<file path="src/rtl/adm_pkg.sv">
package adm_pkg;
  localparam int unsigned WARP_LANES = 32;

  // warps needed for a block of thr threads, rounded up
  function automatic int unsigned warps_for(input int unsigned thr);
    return (thr + WARP_LANES - 1) / WARP_LANES;
  endfunction

  // scheduler pointer after handing out nw warps starting at ptr
  function automatic int unsigned sched_after(input int unsigned ptr,
                                              input int unsigned nw,
                                              input int unsigned nsched);
    return (ptr + nw) % nsched;
  endfunction
endpackage

</file>
<file path="src/rtl/adm_pick.sv">
module adm_pick #(
  parameter int N = 2,
  localparam int IW = (N > 1) ? $clog2(N) : 1
) (
  input  logic [N-1:0]  req_i,
  output logic [N-1:0]  gnt_o,
  output logic          any_o,
  output logic [IW-1:0] idx_o
);
  always_comb begin
    gnt_o = '0;
    any_o = 1'b0;
    idx_o = '0;
    for (int i = N - 1; i >= 0; i--) begin
      if (req_i[i]) begin
        gnt_o = '0;
        gnt_o[i] = 1'b1;
        any_o = 1'b1;
        idx_o = IW'(i);
      end
    end
  end
endmodule

</file>
<file path="src/rtl/adm_unit.sv">
module adm_unit
  import adm_pkg::*;
#(
  parameter int REGS_CAP = 1024,
  parameter int SMEM_CAP = 4096,
  parameter int THR_CAP  = 256,
  parameter int SLOTS    = 4,
  parameter int NSCHED   = 4,
  localparam int RW  = $clog2(REGS_CAP + 1),
  localparam int MW  = $clog2(SMEM_CAP + 1),
  localparam int TW  = $clog2(THR_CAP + 1),
  localparam int SLW = (SLOTS > 1) ? $clog2(SLOTS) : 1,
  localparam int SCW = (NSCHED > 1) ? $clog2(NSCHED) : 1
) (
  input  logic           clk,
  input  logic           rst_n,
  input  logic           init_i,
  input  logic [RW-1:0]  need_regs_i,
  input  logic [MW-1:0]  need_smem_i,
  input  logic [TW-1:0]  need_thr_i,
  input  logic [TW-1:0]  warps_i,
  input  logic           admit_i,
  input  logic           ret_v_i,
  input  logic [SLW-1:0] ret_slot_i,
  output logic           fits_o,
  output logic [SLW-1:0] slot_o,
  output logic [SCW-1:0] sched_o,
  output logic           busy_o
);
  logic [RW-1:0]  free_regs;
  logic [MW-1:0]  free_smem;
  logic [TW-1:0]  free_thr;
  logic [SCW-1:0] sched_ptr;
  logic [TW-1:0]  left_q [SLOTS];

  // named internal events
  logic          rel_ev;     // last warp of a resident block retires
  logic          slot_free;  // some block slot is free after release
  logic [RW:0]   eff_regs;
  logic [MW:0]   eff_smem;
  logic [TW:0]   eff_thr;

  assign rel_ev   = ret_v_i && (left_q[ret_slot_i] == TW'(1));
  assign eff_regs = {1'b0, free_regs} + (rel_ev ? {1'b0, need_regs_i} : '0);
  assign eff_smem = {1'b0, free_smem} + (rel_ev ? {1'b0, need_smem_i} : '0);
  assign eff_thr  = {1'b0, free_thr}  + (rel_ev ? {1'b0, need_thr_i}  : '0);

  always_comb begin
    slot_free = 1'b0;
    slot_o    = '0;
    busy_o    = 1'b0;
    for (int s = SLOTS - 1; s >= 0; s--) begin
      if (left_q[s] == '0 || (rel_ev && ret_slot_i == SLW'(s))) begin
        slot_free = 1'b1;
        slot_o    = SLW'(s);
      end
      if (left_q[s] != '0) busy_o = 1'b1;
    end
  end

  assign fits_o  = slot_free
                && (eff_regs >= {1'b0, need_regs_i})
                && (eff_smem >= {1'b0, need_smem_i})
                && (eff_thr  >= {1'b0, need_thr_i});
  assign sched_o = sched_ptr;

  always_ff @(posedge clk) begin
    if (!rst_n || init_i) begin
      free_regs <= RW'(REGS_CAP);
      free_smem <= MW'(SMEM_CAP);
      free_thr  <= TW'(THR_CAP);
      sched_ptr <= '0;
      for (int s = 0; s < SLOTS; s++) left_q[s] <= '0;
    end else begin
      free_regs <= admit_i ? RW'(eff_regs - {1'b0, need_regs_i}) : RW'(eff_regs);
      free_smem <= admit_i ? MW'(eff_smem - {1'b0, need_smem_i}) : MW'(eff_smem);
      free_thr  <= admit_i ? TW'(eff_thr  - {1'b0, need_thr_i})  : TW'(eff_thr);
      if (admit_i)
        sched_ptr <= SCW'(sched_after(32'(sched_ptr), 32'(warps_i), NSCHED));
      for (int s = 0; s < SLOTS; s++) begin
        if (admit_i && slot_o == SLW'(s))
          left_q[s] <= warps_i;
        else if (ret_v_i && ret_slot_i == SLW'(s) && left_q[s] != '0)
          left_q[s] <= left_q[s] - TW'(1);
      end
    end
  end

  assert_admit_fits_R2: assert property (@(posedge clk) disable iff (!rst_n)
    admit_i |-> fits_o);
  assert_pool_cap_R2: assert property (@(posedge clk) disable iff (!rst_n)
    (free_regs <= RW'(REGS_CAP)) && (free_smem <= MW'(SMEM_CAP)) && (free_thr <= TW'(THR_CAP)));
  assert_warp_hold_R6: assert property (@(posedge clk) disable iff (!rst_n)
    (ret_v_i && !rel_ev && !admit_i && !init_i) |=>
      (free_regs == $past(free_regs)) && (free_thr == $past(free_thr)));
  assert_block_release_R7: assert property (@(posedge clk) disable iff (!rst_n)
    (rel_ev && !admit_i && !init_i) |=>
      (free_regs == $past(free_regs) + $past(need_regs_i)) &&
      (free_smem == $past(free_smem) + $past(need_smem_i)));
endmodule

</file>
<file path="src/rtl/blk_admit_ctrl.sv">
module blk_admit_ctrl
  import adm_pkg::*;
#(
  parameter int NUM_UNITS    = 2,
  parameter int NUM_SCHED    = 4,
  parameter int UNIT_REGS    = 1024,
  parameter int UNIT_SMEM    = 4096,
  parameter int UNIT_THREADS = 256,
  parameter int UNIT_BSLOTS  = 4,
  parameter int GRID_W       = 16,
  localparam int RW  = $clog2(UNIT_REGS + 1),
  localparam int MW  = $clog2(UNIT_SMEM + 1),
  localparam int TW  = $clog2(UNIT_THREADS + 1),
  localparam int UW  = (NUM_UNITS > 1) ? $clog2(NUM_UNITS) : 1,
  localparam int SLW = (UNIT_BSLOTS > 1) ? $clog2(UNIT_BSLOTS) : 1,
  localparam int SCW = (NUM_SCHED > 1) ? $clog2(NUM_SCHED) : 1
) (
  input  logic              clk,
  input  logic              rst_n,
  input  logic              start_i,
  input  logic [GRID_W-1:0] cfg_blocks_i,
  input  logic [RW-1:0]     cfg_regs_i,
  input  logic [MW-1:0]     cfg_smem_i,
  input  logic [TW-1:0]     cfg_threads_i,
  input  logic              wret_valid_i,
  input  logic [UW-1:0]     wret_unit_i,
  input  logic [SLW-1:0]    wret_slot_i,
  output logic              adm_valid_o,
  output logic [UW-1:0]     adm_unit_o,
  output logic [SLW-1:0]    adm_slot_o,
  output logic [GRID_W-1:0] adm_block_o,
  output logic [SCW-1:0]    adm_sched_o,
  output logic [TW-1:0]     adm_warps_o,
  output logic              grid_done_o
);
  logic              running;
  logic [GRID_W-1:0] issued;
  logic [TW-1:0]     blk_warps;
  logic              pending;
  logic              any_busy;
  logic              gnt_any;
  logic [UW-1:0]     gnt_idx;
  logic [NUM_UNITS-1:0] unit_fits, unit_busy, unit_gnt, unit_req;
  logic [SLW-1:0]    unit_slot  [NUM_UNITS];
  logic [SCW-1:0]    unit_sched [NUM_UNITS];

  assign blk_warps = TW'(warps_for(32'(cfg_threads_i)));
  assign pending   = running && !start_i && (issued < cfg_blocks_i);
  assign unit_req  = pending ? unit_fits : '0;
  assign any_busy  = |unit_busy;

  for (genvar u = 0; u < NUM_UNITS; u++) begin : g_unit
    adm_unit #(
      .REGS_CAP(UNIT_REGS), .SMEM_CAP(UNIT_SMEM), .THR_CAP(UNIT_THREADS),
      .SLOTS(UNIT_BSLOTS), .NSCHED(NUM_SCHED)
    ) u_unit (
      .clk(clk), .rst_n(rst_n), .init_i(start_i),
      .need_regs_i(cfg_regs_i), .need_smem_i(cfg_smem_i),
      .need_thr_i(cfg_threads_i), .warps_i(blk_warps),
      .admit_i(unit_gnt[u]),
      .ret_v_i(wret_valid_i && (wret_unit_i == UW'(u))),
      .ret_slot_i(wret_slot_i),
      .fits_o(unit_fits[u]), .slot_o(unit_slot[u]),
      .sched_o(unit_sched[u]), .busy_o(unit_busy[u])
    );
  end

  adm_pick #(.N(NUM_UNITS)) u_pick (
    .req_i(unit_req), .gnt_o(unit_gnt), .any_o(gnt_any), .idx_o(gnt_idx)
  );

  always_ff @(posedge clk) begin
    if (!rst_n) begin
      running     <= 1'b0;
      issued      <= '0;
      grid_done_o <= 1'b0;
      adm_valid_o <= 1'b0;
      adm_unit_o  <= '0;
      adm_slot_o  <= '0;
      adm_block_o <= '0;
      adm_sched_o <= '0;
      adm_warps_o <= '0;
    end else begin
      adm_valid_o <= gnt_any;
      if (gnt_any) begin
        adm_unit_o  <= gnt_idx;
        adm_slot_o  <= unit_slot[gnt_idx];
        adm_block_o <= issued;
        adm_sched_o <= unit_sched[gnt_idx];
        adm_warps_o <= blk_warps;
        issued      <= issued + GRID_W'(1);
      end
      if (start_i) begin
        running     <= 1'b1;
        issued      <= '0;
        grid_done_o <= 1'b0;
      end else if (running && issued == cfg_blocks_i && !any_busy) begin
        running     <= 1'b0;
        grid_done_o <= 1'b1;
      end
    end
  end

  assert_single_grant_R3: assert property (@(posedge clk) disable iff (!rst_n)
    $onehot0(unit_gnt) && ((unit_gnt & unit_fits) == unit_gnt));
  assert_in_order_R3: assert property (@(posedge clk) disable iff (!rst_n)
    adm_valid_o |-> (issued == $past(issued) + GRID_W'(1)) && (adm_block_o == $past(issued)));
  assert_done_quiet_R9: assert property (@(posedge clk) disable iff (!rst_n)
    grid_done_o |-> !adm_valid_o && !any_busy);
  assert_reset_idle_R1: assert property (@(posedge clk) disable iff (!rst_n)
    $rose(running) |-> !grid_done_o);
endmodule

</file>
<file path="config.mk">
export PLATFORM = sky130hd
export DESIGN_NAME = blk_admit_ctrl
export DESIGN_NICKNAME = d
export VERILOG_FILES = /design/src/rtl/adm_pkg.sv /design/src/rtl/adm_pick.sv /design/src/rtl/adm_unit.sv /design/src/rtl/blk_admit_ctrl.sv
export SDC_FILE = /design/constraint.sdc
export NUM_CORES = 1
export LEC_CHECK = 0
export ABC_AREA = 0
export BUFFER_PORTS_ARGS = -buffer_cell sky130_fd_sc_hd__buf_4
export CORE_ASPECT_RATIO = 0.7
export CORE_MARGIN = 8
export CORE_UTILIZATION = 55
export CTS_CLUSTER_SIZE = 24
export DETAILED_ROUTE_END_ITERATION = 10
export PLACE_DENSITY = 0.76
export SLEW_MARGIN = 20
export SYNTH_ARGS = -nofsm -noshare
export SYNTH_HDL_FRONTEND = slang
export SYNTH_SLANG_ARGS = --single-unit
export TNS_END_PERCENT = 30
</file>
<file path="constraint.sdc">
create_clock -name clk -period 6.74 [get_ports clk]
set_input_delay 1.348 -clock clk [delete_from_list [all_inputs] [get_ports clk]]
set_output_delay 1.348 -clock clk [all_outputs]
set_load 0.02 [all_outputs]
</file>
# Word-level counts from Yosys, hierarchy flattened
# Memory sizes are Yosys's and may differ from the RTL's.
# Index checks and enable logic that the tools add are counted.
# classes
n_lt_le_gt_ge	8
add_sub_neg	25
eq_ne	12
n_bitwise	19
reduce_logical	80
n_mux	124
# ops
cell	count
9-bit two-way mux	20
1-bit two-way mux	79
9-bit zero test	8
9-bit nonzero test	8
9-bit by 1-bit subtractor with 9-bit output (second input constant)	8
13-bit two-way mux	4
1-bit logical AND	46
11-bit two-way mux	4
2-bit two-way mux	17
13-bit by 13-bit adder with 14-bit output	2
14-bit by 13-bit >= comparator with 1-bit output	2
13-bit subtractor	2
11-bit by 11-bit adder with 12-bit output	2
12-bit by 11-bit >= comparator with 1-bit output	2
11-bit subtractor	2
9-bit by 9-bit adder with 10-bit output	2
10-bit by 9-bit >= comparator with 1-bit output	2
9-bit by 1-bit == test with 1-bit output (second input constant)	2
9-bit subtractor	2
16-bit by 1-bit adder with 16-bit output (second input constant)	1
16-bit == test	1
16-bit less-than comparator	1
1-bit bitwise OR	16
2-bit == test (second input constant)	6
other kinds (12)	29
# totals
ramBits	72
in_bits	56
ff_bits	116
out_inout_bits	32
word_cells	287
mem_count	2
# memory_table
name	words	width	rd	rd_ports_with_merged_regs	wr	line_no	rtl
g_unit[0].u_unit.left_q	4	9	5	0	4	adm_unit.sv:34	logic [TW-1:0] left_q [SLOTS];
g_unit[1].u_unit.left_q	4	9	5	0	4	adm_unit.sv:34	

# Longest topological paths before layout
# logic_depth
ltp_word	21
mapped_depth	29
mapped_depth_nobuf	24

# Hierarchy
# Synthesis repeated with hierarchy kept, for this count alone.
# hier_totals
cells_unflattened	1833
hier_area_um2	15578.7
# by_module_without_submodules
mod	seq_area_each_um2	cells_per_inst	n_inst	area_each_um2
adm_unit at g_unit[0].u_unit	1781.7	779	1	6648.9
adm_unit at g_unit[1].u_unit	1781.7	788	1	6570.1
blk_admit_ctrl	900.9	262	1	2332.2
adm_pick	0.0	4	1	27.5

# Least setup slack after synthesis
# Ideal clock, no wire load.
# synth_path
path_type	in2reg
from	in wret_slot_i[0]
to	mem g_unit[1].u_unit.left_q[3][0] (netlist name), enable pin
path_buffers	4
required_time_ns	6.331
path_stages	26
arrival_ns	6.441
slack_ns	-0.110
setup_ns	0.409
cell_sequence	buf_2 nand2_1 a31oi_1 nor4_1 and3_1 buf_4 clkbuf_1 and2_1 ha_1 fa_1 a21o_1 a21oi_1 o21bai_1 a2111oi_0 o31ai_1 a21oi_1 xnor2_1 ha_1 o2111ai_1 and3_1 o21a_1 nor3b_4 and3_1 buf_2 nand3_1 o311ai_0
# synth_rtl
item	line_no	rtl
from (decl)	blk_admit_ctrl.sv:27	input logic [SLW-1:0] wret_slot_i,
to (decl)	adm_unit.sv:34	

# Final worst setup path
# layout_path
from	in wret_slot_i[1]
to	reg issued[13]
# layout_between
elab_chain_cells	15
elab_cells_between_ends	61
cone_classes	add/sub (6); order compare (6); eq/ne (5); mux (17); reduce/logical (25); memory (2)
# layout_rtl
item	line_no	rtl
branches (longest 12 deep; another with 13-bit by 13-bit adder with 14-bit output)	n/a	
2-bit two-way mux (*)	blk_admit_ctrl.sv:49	assign unit_req = pending ? unit_fits : '0;
1-bit two-way mux	adm_pick.sv:15	if (req_i[i]) begin
1-bit two-way mux (*)	adm_pick.sv:15	
to (signal assigned)	blk_admit_ctrl.sv:91	issued <= issued + GRID_W'(1);
to (decl)	blk_admit_ctrl.sv:37	logic [GRID_W-1:0] issued;
# Every way passes the cells marked *.
# A chain may end at the register's enable or synchronous reset.

==> impl_metrics.ini <==
[synth]
ys_warn_count = 0
synthXorXnorAreaFrac_pct = 8.91
synth_fa_ha_area_share_pct = 15.0
yosys.area.top_type = dfxtp_1
syn-cell-area_um2 = 14800
synth_area_per_cell_um2 = 8.53
ys_ff_latch = 187
yosysTopAreaCellShare_pct = 15.5
ys_seq_area_share_pct = 30.1
synth_edf_count = 72
synth_compound_area_share_pct = 16.3
synth_cell_types = 84
synthMuxAreaShare_pct = 3.84
synth_top_family_by_area = simple AND/OR/NAND/NOR gates
synthFlopType = dfxtp_1
synth_area_leaders = dfxtp_1 16%, edfxtp_1 15%, ha_1 13%
synthCells = 1741
async_reset_ff_share_pct = 0
yosys.area_share.simple_pct = 21.2

[sta]
finalClockSkew_ns = 0.0105
finalHoldViolCount = 0
max_freq_ghz = 0.153
timing.slew.headroom_pct = 41.1
worstMarginPinSlew_ns = 0.876
period_share_pct = 97.3
period_minus_slack_ns = 6.56
setup_violations = 0
rsz0062_at_grt = true
slew_violations = 0
whs_ns = 0.453
tns_ns = 0

[clock_network]
cts.hold.buffers_added = 0
clkLatencyLatePin_ns = 0.45
clk_pin_slew_worst_paths_ns = 0.07
cts_buffers = 17
ctsHtreeMaxLevel = 4
root_buffer = clkbuf_16
cts_tree = yes
cts.sinks = 187
cts_max_path_buffers = 2

[hold_path]
hold_start = grid_done_o
hold_path.class = reg -> reg

[placed_design]
dp_hpwl_um = 30500
numPortBuffers = 83
place_area_um2 = 16600
dp.cells = 2241
gp_congestion = 0.932

[die]
fp.coreArea_um2 = 26700
rows = 50
die_h_um = 153
boundaryPins = 88
initial_utilization_pct = 55.7
dieArea_um2 = 32600
die_w_um = 212

[setup_path]
worstPathArrival_ns = 6.93
worstSetupEndpointType = flip-flop
start_kind = input pin
cpMostUsedCell = a21oi_1
slowest_delay_ns = 0.54
path_buf_inv = 4
cp.required_ns = 7.11
critPathKind = in -> reg
critPathLaunch = wret_slot_i[1]
r2r-start = g_unit[0].u_unit.left_q[2][4]
crit_slowest_cell = or4_1
critPathMaxFanout = 54
path_delay_family = compound AO/OA/AOI/OAI gates

[routing]
finalWirelength_um = 40100
drtIter0Drc = 1280
drt.antenna.violating_nets = 0
drcViolationCount = 0
avgRoutedWirePerCell_um = 17.6
vias = 13400
first_pass_iters = 6
viasPerCell = 5.90

[global_routing]
grt_pass1_vias = 12900
overflow = 0
grt_usage_pct = 24.2
grt_pass1_wl_um = 65100
grt_max_degree = 65
antenna_found_initial = 0

[layout]
nets = 2130
nFillCells = 2222
n_antenna_cell = 0
layout.cells.non_filler = 2280
syn_to_final_growth_pct = 16.3
drive_gt1_share_pct = 13.5
final_area_um2 = 17300

[outcome]
outcome = complete, no violations

[flow_run]
max_cap_violations = 0

[power]
p_leak_nw = 7.73
irDropWorstVdd_mv = 0.197
powerDensity_nw_per_um2 = 159
-- routing by layer --
| layer | GRT usage, % | part of all wire, % |
|---|---|---|
| met4 | 5.54 | 1.4 |
| met2 | 37.7 | 44 |
| met3 | 4.33 | 7.9 |
| met1 | 34.5 | 47 |
| met5 | 0 | 0 |
-- metrics by stage --
step,setup slack (ns),total power [mW],util [%]
after detailed placement,-0.254,1.72,62.2
final,0.183,2.75,64.8
after CTS,0.165,2.74,64.3
after global placement,-0.134,1.70,62.2
after floorplan,0.0101,1.56,-
after global routing,-0.0350,2.85,64.8
-- cell families after synthesis --
kind of cell               Yosys count
and+or+nand+nor                    626
AOI/OAI and AO/OA                  385
DFF                                187
adders and majority gates          171
buffers and inverters              165
xor gates and xnor gates           151
muxes                               55
other                                1
-- area by class of cell --
type                       count  area [um^2]  share of cell area (%)
tap                          364          455                    2.64
clock buffer                  20          458                    2.65
clock inverter                12          126                   0.732
multi-input combinational   1392         9790                    56.7
sequential                   187         4460                    25.9
timing repair buffer         193         1550                    8.99
inverter                     112          420                    2.44
-- placed cells by master (no fill, tap or decap), types with 41 or more instances in the layout --
cell type	synthesis	routed
a21oi_1	139	137
and2_1	64	64
buf_4	12	184
dfxtp_1	115	115
edfxtp_1	72	72
ha_1	159	159
inv_1	111	111
mux2i_1	49	49
nand2_1	141	141
nand3_1	44	43
nor2_1	173	173
nor3_1	42	41
o21ai_0	49	48
xnor2_1	112	112
-- synth_stat cells (6+ instances only) --
| master | number |
|---|---|
| a21o_1 | 33 |
| ha_1 | 159 |
| nand4_1 | 22 |
| o22ai_1 | 35 |
| a31oi_1 | 11 |
| o31ai_1 | 12 |
| or3_1 | 23 |
| nor2b_1 | 21 |
| buf_2 | 6 |
| nor3_1 | 42 |
| dfxtp_1 | 115 |
| nor2_1 | 173 |
| clkbuf_1 | 32 |
| nand3_1 | 44 |
| a21oi_1 | 139 |
| edfxtp_1 | 72 |
| nand2b_1 | 17 |
| o211ai_1 | 14 |
| nor4_1 | 17 |
| and2_1 | 64 |
| or4_1 | 20 |
| and3_1 | 8 |
| xor2_1 | 39 |
| o21bai_1 | 15 |
| nand2_1 | 141 |
| a211oi_1 | 22 |
| inv_1 | 111 |
| xnor2_1 | 112 |
| o21ai_0 | 49 |
| fa_1 | 12 |
| buf_4 | 12 |
| o21a_1 | 13 |
| mux2i_1 | 49 |
-- registers in the layout, summed over array words and instances, names as in the netlist --
signal,cells
g_unit.u_unit.sched_o,4
adm_valid_o,1
g_unit.u_unit.free_smem,26
g_unit.u_unit.free_regs,22
adm_block_o,16
running,1
issued,16
adm_sched_o,2
adm_slot_o,2
adm_unit_o,1
g_unit.u_unit.left_q,72
g_unit.u_unit.free_thr,18
grid_done_o,1
adm_warps_o,5
-- report_power, final --
part	switching [mW]	internal [mW]
Sequential	0.0247	1.20
Clock	0.490	0.543
Combinational	0.278	0.211
Total	0.793	1.95
-- worst paths after layout --
path	to	slack (ns)	cells after the start
setup / recovery	issued[13]	0.18	26
hold / removal	grid_done_o	0.45	2
setup reg to reg	g_unit[1].u_unit.left_q[1][1]	0.30	24
hold reg to reg	grid_done_o	0.45	2
-- worst register-to-register path: stages (launching register included) --
cell and delay [ns]:
edfxtp_1 0.44, or4_1 0.60, nor4bb_2 0.34, a311oi_1 0.11
buf_4 0.17, nor4_4 0.32, buf_12 0.20, and2_1 0.19
ha_1 0.26, a211oi_1 0.26, o21bai_1 0.11, a21o_1 0.22
a31oi_1 0.22, o21bai_1 0.09, a21oi_1 0.20, xnor2_1 0.19
ha_1 0.29, nand3_1 0.15, nor2_1 0.08, o41ai_1 0.32
o211ai_1 0.27, nand4_1 0.28, and3_4 0.28, nand3_1 0.20
mux2_1 0.41
-- timing repair --
item | CTS | global route
resized for setup | 0 | 17
endpoints found under the setup margin | 0 | 121
setup buffers | 0 | 7
(Power assumes the default switching activity.)
